File: src/rtl/tty_fill_tx_pkg.sv
package tty_fill_tx_pkg;

  localparam int CHAR_W      = 5;
  localparam int SUB_PER_BIT = 100;
  localparam int SUB_W       = 8;
  localparam int BIT_IDX_W   = 3;
  localparam logic [CHAR_W-1:0] FILL_CODE = 5'b11111;

  typedef enum logic [1:0] {
    ST_IDLE  = 2'd0,
    ST_START = 2'd1,
    ST_DATA  = 2'd2,
    ST_STOP  = 2'd3
  } tx_state_e;

  // stop pulse length in sub-bit ticks for a given select code
  function automatic logic [SUB_W-1:0] stop_ticks(input logic [1:0] sel);
    logic [SUB_W-1:0] n;
    case (sel)
      2'b00:   n = 8'd100;
      2'b01:   n = 8'd142;
      2'b10:   n = 8'd150;
      default: n = 8'd200;
    endcase
    return n;
  endfunction

  // last sub-bit index of a data or start bit
  function automatic logic [SUB_W-1:0] bit_last();
    return SUB_W'(SUB_PER_BIT - 1);
  endfunction

endpackage

File: src/rtl/tty_fill_tick_gen.sv
module tty_fill_tick_gen #(
  parameter int CLK_DIV = 22222
) (
  input  logic clk,
  input  logic rst_n,
  input  logic clr,
  output logic tick
);
  localparam int CW = (CLK_DIV > 1) ? $clog2(CLK_DIV) : 1;
  localparam logic [CW-1:0] LAST = CW'(CLK_DIV - 1);

  logic [CW-1:0] cnt;

  assign tick = (cnt == LAST);

  always_ff @(posedge clk) begin
    if (!rst_n)          cnt <= '0;
    else if (clr || tick) cnt <= '0;
    else                 cnt <= cnt + 1'b1;
  end
endmodule

File: src/rtl/tty_fill_char_select.sv
module tty_fill_char_select
  import tty_fill_tx_pkg::*;
(
  input  logic              boundary,
  input  logic              in_valid,
  input  logic [CHAR_W-1:0] in_data,
  input  logic              fill_en,
  output logic              launch,
  output logic [CHAR_W-1:0] next_char
);
  // user data wins over fill at a boundary
  always_comb begin
    next_char = in_valid ? in_data : FILL_CODE;
    launch    = boundary && (in_valid || fill_en);
  end
endmodule

File: src/rtl/tty_fill_frame_seq.sv
module tty_fill_frame_seq
  import tty_fill_tx_pkg::*;
(
  input  logic              clk,
  input  logic              rst_n,
  input  logic              tick,
  input  logic              launch,
  input  logic [CHAR_W-1:0] next_char,
  input  logic [1:0]        stop_sel,
  output logic              line_out,
  output logic              busy,
  output logic              boundary,
  output logic              frame_end,
  output logic              idle_launch
);
  localparam logic [BIT_IDX_W-1:0] LAST_IDX = BIT_IDX_W'(CHAR_W - 1);

  tx_state_e               state;
  logic [SUB_W-1:0]        sub;
  logic [SUB_W-1:0]        stop_len;
  logic [BIT_IDX_W-1:0]    bit_idx;
  logic [CHAR_W-1:0]       shreg;
  logic                    bit_done;

  assign bit_done    = tick && (sub == bit_last());
  assign frame_end   = (state == ST_STOP) && tick && (sub == stop_len - 1'b1);
  assign boundary    = (state == ST_IDLE) || frame_end;
  assign busy        = (state != ST_IDLE);
  assign idle_launch = launch && (state == ST_IDLE);

  always_comb begin
    case (state)
      ST_START: line_out = 1'b0;
      ST_DATA:  line_out = shreg[0];
      default:  line_out = 1'b1;
    endcase
  end

  always_ff @(posedge clk) begin
    if (!rst_n) begin
      state    <= ST_IDLE;
      sub      <= '0;
      stop_len <= stop_ticks(2'b11);
      bit_idx  <= '0;
      shreg    <= '1;
    end else if (launch) begin
      state    <= ST_START;
      sub      <= '0;
      bit_idx  <= '0;
      shreg    <= next_char;
      stop_len <= stop_ticks(stop_sel);
    end else if (frame_end) begin
      state <= ST_IDLE;
      sub   <= '0;
    end else if (tick && state != ST_IDLE) begin
      case (state)
        ST_START: begin
          if (bit_done) begin
            state <= ST_DATA;
            sub   <= '0;
          end else begin
            sub <= sub + 1'b1;
          end
        end
        ST_DATA: begin
          if (bit_done) begin
            sub   <= '0;
            shreg <= {1'b1, shreg[CHAR_W-1:1]};
            if (bit_idx == LAST_IDX) state <= ST_STOP;
            else                     bit_idx <= bit_idx + 1'b1;
          end else begin
            sub <= sub + 1'b1;
          end
        end
        default: sub <= sub + 1'b1;
      endcase
    end
  end
endmodule

File: src/rtl/tty_fill_tx.sv
module tty_fill_tx
  import tty_fill_tx_pkg::*;
#(
  parameter int CLK_DIV = 22222
) (
  input  logic        clk,
  input  logic        rst_n,
  input  logic [4:0]  in_data,
  input  logic        in_valid,
  output logic        in_ready,
  input  logic [1:0]  stop_sel,
  input  logic        fill_en,
  output logic        line_out,
  output logic        busy
);
  logic              tick;
  logic              launch;
  logic              boundary;
  logic              frame_end;
  logic              idle_launch;
  logic [CHAR_W-1:0] next_char;

  tty_fill_tick_gen #(.CLK_DIV(CLK_DIV)) i_tick (
    .clk   (clk),
    .rst_n (rst_n),
    .clr   (idle_launch),
    .tick  (tick)
  );

  tty_fill_char_select i_sel (
    .boundary  (boundary),
    .in_valid  (in_valid),
    .in_data   (in_data),
    .fill_en   (fill_en),
    .launch    (launch),
    .next_char (next_char)
  );

  tty_fill_frame_seq i_seq (
    .clk         (clk),
    .rst_n       (rst_n),
    .tick        (tick),
    .launch      (launch),
    .next_char   (next_char),
    .stop_sel    (stop_sel),
    .line_out    (line_out),
    .busy        (busy),
    .boundary    (boundary),
    .frame_end   (frame_end),
    .idle_launch (idle_launch)
  );

  assign in_ready = boundary;
endmodule

File: config.mk
export PLATFORM = sky130hd
export DESIGN_NAME = tty_fill_tx
export DESIGN_NICKNAME = d
export VERILOG_FILES = /design/src/rtl/tty_fill_tx_pkg.sv /design/src/rtl/tty_fill_tick_gen.sv /design/src/rtl/tty_fill_char_select.sv /design/src/rtl/tty_fill_frame_seq.sv /design/src/rtl/tty_fill_tx.sv
export SDC_FILE = /design/constraint.sdc
export NUM_CORES = 1
export LEC_CHECK = 0
export CORE_ASPECT_RATIO = 1.2
export CORE_MARGIN = 3
export CORE_UTILIZATION = 55
export DETAILED_ROUTE_END_ITERATION = 6
export PLACE_DENSITY = 0.72
export REMOVE_ABC_BUFFERS = 1
export SLEW_MARGIN = 5
export SYNTH_ARGS = -nofsm -noshare
export SYNTH_HDL_FRONTEND = slang
export SYNTH_SLANG_ARGS = --single-unit
File: constraint.sdc
create_clock -name clk -period 4.39 [get_ports clk]
set_clock_uncertainty 0.15 [all_clocks]
set_input_delay 0.6585 -clock clk [delete_from_list [all_inputs] [get_ports clk]]
set_output_delay 0.6585 -clock clk [all_outputs]
set_load 0.01 [all_outputs]
; Word-level counts from Yosys, hierarchy flattened
; Cells that the tools add are included.
; W data, S select, Z words.
[word_totals]
ff_bits = 41
input_bits = 11
output_inout_bits = 3
wordCells = 73
[classes]
add_sub_neg = 4
n_eq_ne = 16
n_mux = 17
n_bitwise = 3
reduce_logical = 26
[op_table]
columns = cell, count
row1 = $mux W5, 6
row2 = $pmux W8 S3, 1
row3 = $mux W8, 2
row4 = $add A15 B1 Y15 const B, 1
row5 = $eq A15 B15 Y1 const B, 1
row6 = $reduce_and A5 Y1, 3
row7 = $ne A4 B1 Y1 const B, 3
row8 = $reduce_bool A2 Y1, 5
row9 = $add A8 B1 Y8 const B, 1
row10 = $eq A8 B7 Y1 const B, 1
row11 = $eq A8 B8 Y1, 1
row12 = $ne A2 B1 Y1 const B, 4
row13 = $sub A8 B1 Y8 const B, 1
row14 = $eq A2 B2 Y1 const B, 3
row15 = $logic_and A1 B1 Y1, 6
row16 = $mux W2, 3
row17 = $reduce_or A2 Y1, 3
row18 = $eq A2 B1 Y1 const B, 2
row19 = $logic_not A2 Y1, 2
row20 = $pmux W2 S2, 1
row21 = $reduce_and A4 Y1, 1
row22 = $reduce_bool A4 Y1, 1
row23 = $add A3 B1 Y3 const B, 1
row24 = $eq A3 B3 Y1 const B, 1
row25 = 6 further kinds, 12

; Depth between registers and ports, before layout
; Gate-level depths: netlist of the first run.
[logic_depth]
ltp_word = 8
depth_mapped = 10
mapped_depth_nobuf = 9

; Cells and area by module
; From an unflattened synthesis of the first run, not the netlist that was laid out.
[hier_totals]
hier_cells = 265
hier_area_um2 = 2275.9
[by_module_without_submodules]
columns = module, n_inst, cells_each, area_per_inst_um2, seq_area_each_um2
row1 = tty_fill_frame_seq, 1, 182, 1534.0, 500.5
row2 = tty_fill_tick_gen, 1, 77, 703.2, 300.3
row3 = tty_fill_char_select, 1, 6, 38.8, 0.0

; Worst setup path after synthesis of the first run
; Ideal clock, no wire load.
[synth_timing]
path_type = reg-to-output
from = register i_tick.cnt[0]
to = output in_ready
arrival_ps = 2255
required_time_ps = 3582
path_slack_ps = 1326
stages_incl_launch_ff = 8
path_buffers = 1
cell_sequence = dfxtp_1 ha_1 or4bb_1 or4_4 a2111oi_4 a31oi_2 inv_2 buf_4
[synth_via]
elab_chain_cells = 4
[synth_lines]
columns = item, line
row1 = from (decl), tty_fill_tick_gen.sv:12  ; logic [CW-1:0] cnt;
row2 = from (signal assigned), tty_fill_tick_gen.sv:19  ; else cnt <= cnt + 1'b1;
row3 = $eq A15 B15 Y1, tty_fill_tick_gen.sv:14  ; assign tick = (cnt == LAST);
row4 = $logic_and A1 B1 Y1 (2 in a row), tty_fill_frame_seq.sv:26  ; assign frame_end = (state == ST_STOP) && tick && (sub == stop_len - 1'b1);
row5 = $logic_or A1 B1 Y1, tty_fill_frame_seq.sv:27  ; assign boundary = (state == ST_IDLE) || frame_end;
row6 = to (decl), tty_fill_tx.sv:10  ; output logic in_ready,
; No other way between the ends.

; Final worst setup path of the first run
; Ends and elaborated chain as after synthesis.

==> results of run 1 <==
[per-layer routing]
metal	vias to the layer above	track usage, %
met5	-	0
met4	0	8.45
met3	12	5.01
met2	17	36.1
met1	862	24.7
li1	953	-
[timing repair]
action	4_1_cts	5_1_grt
resized for setup	0	1
endpoints found under the hold margin	0	0
setup endpoints to repair	0	1
[worst min path at each step]
stage	start	end	slack (ps)	cells after the start
CTS	i_tick.cnt[0]	i_tick.cnt[0]	340	1
floorplan	i_tick.cnt[0]	i_tick.cnt[0]	290	1
global route	i_tick.cnt[0]	i_tick.cnt[0]	380	1
detailed placement	i_tick.cnt[0]	i_tick.cnt[0]	330	1
global placement	i_tick.cnt[0]	i_tick.cnt[0]	310	1
finish	i_tick.cnt[0]	i_tick.cnt[0]	340	1
[area by class of cell]
class | instances | area, sq um | area share [%]
Timing Repair Buffer | 13 | 130 | 5.21
Inverter | 18 | 67.6 | 2.71
Multi-Input combinational cell | 196 | 1340 | 53.5
Tap cell | 52 | 65.1 | 2.61
Clock buffer | 7 | 96.3 | 3.86
Sequential cell | 40 | 801 | 32.1
[metrics by stage]
stage	total power [mW]	area [sq um]
5_1_grt	0.799	2500
6_report	0.766	2500
3_3_place_gp	0.510	2390
4_1_cts	0.772	2490
3_5_place_dp	0.511	2390
2_1_floorplan	0.471	2200
[layout by cell type (no fill, tap or decap), drive strengths merged, types with 2 or more instances in the layout]
master | Yosys | layout
a21oi | 16 | 16
a22o | 2 | 2
a31oi | 4 | 4
a32oi | 2 | 2
and2 | 2 | 2
and3 | 5 | 5
clkbuf | 6 | 7
clkdlybuf4s50 | 0 | 13
dfxtp | 40 | 40
ha | 15 | 15
inv | 17 | 17
nand2 | 12 | 12
nand3 | 16 | 16
nand3b | 5 | 5
nand4 | 6 | 6
nor2 | 29 | 29
nor3 | 6 | 6
nor3b | 6 | 6
nor4 | 3 | 3
o211ai | 2 | 2
o21ai | 13 | 13
o221ai | 3 | 3
o31ai | 3 | 3
or2 | 2 | 2
or3 | 6 | 6
or4 | 2 | 2
xnor2 | 9 | 9
xor2 | 14 | 14
[cells by family (layout without fill, tap and decap cells)]
group                    after synthesis  count (layout)
multiplexers                           1               1
buffers and inverters                 26              38
XOR/XNOR                              23              23
flip-flops                            40              40
AND/OR/NAND/NOR                      106             106
AO/OA/AOI/OAI                         51              51
adder cells (fa/ha/maj)               15              15
[registers in the layout, indices dropped and copies added (netlist names)]
register / flops
i_seq.stop_len: 7
i_seq.shreg: 5
i_seq.bit_idx: 3
i_tick.cnt: 15
i_seq.state: 2
i_seq.sub: 8
[power by group]
group / internal, mW / switching, mW / leakage, nW
clock: 0.140 / 0.121 / 0.0503
sequential: 0.376 / 0.0127 / 0.325
combinational: 0.0509 / 0.0657 / 0.531
total: 0.567 / 0.199 / 0.907
[worst reg2reg max path, stage by stage, from the launching register on]
cell,delay (ps)
dfxtp_1,400
ha_1,170
or4bb_1,430
or4_4,560
a2111oi_4,450
a31oi_4,230
inv_2,240
a22o_1,240
o221ai_1,130
==> metrics, run 1 <==
met2 wire length=2.22 mm; WL/cell=13.8 um; Core Area=3750 sq um; WP buf/inv=2; Post-Syn Instances=262; largest family of logic cells by synthesized area=simple AND/OR/NAND/NOR gates; number of synthesized flops with an enable pin=0; final hold slack=336 ps; worst min path class=flop to flop; Residual DRC=0; diode count=0; Synth Cell Area=2230 sq um; CP Depth=7; setup TNS=0 ps; CTS Root Cell=clkbuf_8; Setup crit start kind=flop; synthesized area per cell=8.51 sq um; hpwl dp=3.40 mm; post-synthesis async set-or-reset flop share=0%; Initial Util=59.4%; Yosys cell types=49; family with the most delay on the worst path=simple AND/OR/NAND/NOR gates; Synth Flop Type=dfxtp_1; TritonCTS sink count=40; critical path class=flop to output pin; Ys Warns=0; H-Tree Depth=2; Final Hold Fails=0; Final Core Density=66.5%; Slew Viols, Final=0; GRT overflow=0; CTS tree=yes; Longest Clk Path Bufs=2; Core Rows=24; die area=4860 sq um; Port Buf Inserts=13; Final setup viols=0; number of synthesized register bits=40; Tightest Pin Transition=662 ps; dpl ws=469 ps; sequential element share of the synthesized area=35.9%; setup bufs post-CTS=0; clock slew at reported path FFs=70 ps; first-pass GRT wire length=7.85 mm; minimum clock period=4140 ps; initial antenna violation count=0; GPL Wtd Cong=0.783; Top Layer Used=met4; die height=75.8 um; PwrDens=307 nW/um^2; Fillers=334; dpl cells=319; period utilization=94.4%; vias after detailed routing=1844; Slew headroom=55.5%; met3 wire length=116 um; Worst Slack Setup Final=245 ps; Hold Buf Count CTS=0; CP endpoint=in_ready; CP endpoint kind=output pin; status=complete, no violations; Post-synth top cells=dfxtp_1, nor2_1, a21oi_1, inv_1; Worst Path Required=3580 ps; Yosys top cell area share=35.9%; proportion of synthesized area in mux cells=0.449%; routed wire length=4.50 mm; Die X=64.1 um; largest net degree at the start of global routing=16; Max Cap Violations=0; Area contributors post-synth=dfxtp_1, ha_1, xor2_1, nor2_1, a21oi_1; most frequent cell after synthesis=dfxtp_1; Antenna Nets Post-Route=0; Crit. Startpoint=i_tick.cnt[0]; unrepaired setup endpoints after global routing=false; Crit-path slowest cell=clkdlybuf4s50_1; metal1 wirelength=2.07 mm; Synth Area in Compound Gates=15.7%; nets=300; Synth Area in Simple Gates=25.9%; vias per cell=5.66; worst r2r src=i_tick.cnt[0]; worst-path cell chain=ha_1 > or4bb_1 > or4_4 > a2111oi_4 > a31oi_4 > inv_2 > clkdlybuf4s50_1; post-synthesis adder-cell area fraction=8.41%; share of layout cells above drive strength 1=5.84%; Worst IR Drop VDD=0.000186 V; Arr. time, crit path=3340 ps; post-synth top area cell=dfxtp_1; post-route insts no fill=326; Area growth syn-to-layout=11.9%; initial DRC count=117; P_leak=0.907 nW; vias in the first global route=1792; capture point of the worst reg-to-reg path=i_seq.shreg[1]; Max Clk Rate=241 MHz; Largest stage delay, worst path=570 ps; CP Max Fanout=13; Worst-Skew Late Latency=300 ps; Reg2Reg Depth=8; I/O pins=14; gr usage total=20.7%; xor/xnor share of the synthesized area=9.03%; register-to-register setup slack=1250 ps; CTS Buf Count=5; drt pass-1 iters=6
(Power assumes the default switching activity.)
==> inputs of run 2 (changes only) <==
==> constraint.sdc (replaced) <==
create_clock -name clk -period 4.35 [get_ports clk]
set_clock_uncertainty 0.15 [all_clocks]
set_input_delay 0.6525 -clock clk [delete_from_list [all_inputs] [get_ports clk]]
set_output_delay 0.6525 -clock clk [all_outputs]
set_load 0.01 [all_outputs]
==> run 2 against run 1 <==
Cell area decreased by 1.1%. First-iteration DRC count grew 19%. Worst setup slack got worse by 49 ps. Global-route usage grew 0.54 points. Core utilization shrank 0.73 points. Clock-buffer cell count down 2. Critical endpoint unchanged.
==> metrics, run 2 (synthesis results as in run 1) <==
H-Tree Depth=2 (unchanged); Core Rows=24 (unchanged); WL/cell=13.9 um (+0.46%); minimum clock period=4150 ps; Setup crit start kind=flop; number of flip-flops in the largest register=15 (unchanged); Final Hold Fails=0 (unchanged); Worst Path Required=3550 ps (-30 ps); Hold Startpoint=i_seq.shreg[4]; Slew headroom=57.5% (+2.0 points); critical path class=flop to output pin; hpwl dp=3.43 mm (+0.77%); die height=75.8 um (unchanged); commonest non-fill, non-tap cell in the layout=dfxtp_1; CTS tree=yes; CP endpoint kind=output pin; Crit. Startpoint=i_tick.cnt[0]; Worst IR Drop VDD=0.000191 V (+2.8%); initial antenna violation count=0 (unchanged); Worst-Skew Late Latency=290 ps (about the same); drt pass-1 iters=4 (-2); family with the most delay on the worst path=simple AND/OR/NAND/NOR gates; Antenna Nets Post-Route=0 (unchanged); gr usage total=21.2% (+0.54 points); Residual DRC=0 (unchanged); Fillers=339 (+1.5%); Arr. time, crit path=3350 ps (about the same); setup TNS=0 ps (unchanged); Max Clk Rate=241 MHz; PwrDens=295 nW/um^2 (-3.8%); Max Cap Violations=0 (unchanged); CP Depth=7 (unchanged); Reg2Reg Depth=8 (unchanged); Slew Viols, Final=0 (unchanged); unrepaired setup endpoints after global routing=false; CTS Root Cell=clkbuf_8; clock slew at reported path FFs=70 ps (about the same); vias in the first global route=1820 (+1.6%); Worst Slack Setup Final=196 ps (-49.2 ps); vias after detailed routing=1865 (+1.1%); P_leak=0.893 nW (-1.6%); capture point of the worst reg-to-reg path=i_seq.shreg[0]; Port Buf Inserts=13 (unchanged); CP endpoint=in_ready; status=complete, no violations; routed wire length=4.49 mm (-0.16%); nets=300 (unchanged); share of layout cells above drive strength 1=5.15% (-0.69 points); Longest Clk Path Bufs=2 (unchanged); Largest stage delay, worst path=570 ps (about the same); GRT overflow=0 (unchanged); I/O pins=14 (unchanged); worst min path class=flop to flop; dpl ws=429 ps (-39.7 ps); WP buf/inv=2 (unchanged); first-pass GRT wire length=8.00 mm (+1.9%); Core Area=3750 sq um (unchanged); vias per cell=5.76 (+1.8%); diode count=0 (unchanged); largest net degree at the start of global routing=16 (unchanged); Biggest register=i_tick.cnt; Final setup viols=0 (unchanged); initial DRC count=139 (+19%); CP Max Fanout=13 (unchanged); Crit-path slowest cell=clkdlybuf4s50_1; period utilization=95.5%; Die X=64.1 um (unchanged); worst r2r src=i_tick.cnt[0]; TritonCTS sink count=40 (unchanged); most frequent cells in the layout=dfxtp_1, nor2_1, inv_1, a21oi_1; worst-path cell chain=ha_1 > or4bb_1 > or4_4 > a2111oi_4 > a31oi_4 > inv_2 > clkdlybuf4s50_1; total power=0.729 mW (-4.9%); GPL Wtd Cong=0.847 (+8.2%); die area=4860 sq um (unchanged); biggest regs=i_tick.cnt: 15 flops, i_seq.sub: 8 flops, i_seq.stop_len: 7 flops; Area growth syn-to-layout=10.7%; CTS Buf Count=5 (unchanged); Final Core Density=65.8% (-0.73 points); final hold slack=336 ps (+0.152 ps); Initial Util=59.4% (unchanged); Tightest Pin Transition=632 ps (-29.8 ps); register-to-register setup slack=1190 ps (-60 ps)
-- run 2: area by class of cell --
cell class / instances / area (sq um) / area share, %
Multi-Input combinational cell: 196 / 1340 / 54.1
Sequential cell: 40 / 801 / 32.4
Inverter: 18 / 67.6 / 2.74
Tap cell: 52 / 65.1 / 2.64
Clock buffer: 5 / 68.8 / 2.79
Timing Repair Buffer: 13 / 130 / 5.27
-- run 2: worst min path at each step --
stage                endpoint  slack [ps]  depth (start not counted)
2_1_floorplan   i_tick.cnt[0]         290                          1
3_3_place_gp    i_tick.cnt[0]         310                          1
3_5_place_dp    i_tick.cnt[0]         330                          1
4_1_cts        i_seq.shreg[3]         340                          2
5_1_grt        i_seq.shreg[3]         380                          2
6_report       i_seq.shreg[3]         340                          2
-- run 2: power by group --
part | switching (mW) | internal [mW]
registers | 0.0129 | 0.380
clock network | 0.115 | 0.103
logic | 0.0665 | 0.0514
total | 0.194 | 0.535
-- run 2: worst min-delay path, delay by kind of cell, from the launching register on --
kind	cells	cell delay [ps]
flip-flops	1	310
AO/OA/AOI/OAI	1	70
AND/OR/NAND/NOR	1	60
-- run 2: routing by layer --
layer	share of wire (%)	GRT usage [%]	wire, um
met5	0	0	0
met4	1.5	7.51	66
met3	2.6	5.01	117
met2	52	38.2	2320
met1	44	24.8	1990
-- run 2: timing repair --
item,4_1_cts,5_1_grt
endpoints found under the hold margin,0,0
setup buffers,0,0
setup endpoints to repair,0,1
hold buffers,0,0
gates resized for setup,0,1
-- run 2: per-stage QoR --
step / area (sq um) / instances
after floorplan: 2200 / 254
after global placement: 2390 / 319
after detailed placement: 2390 / 319
after CTS: 2460 / 324
after global routing: 2470 / 324
final: 2470 / 324
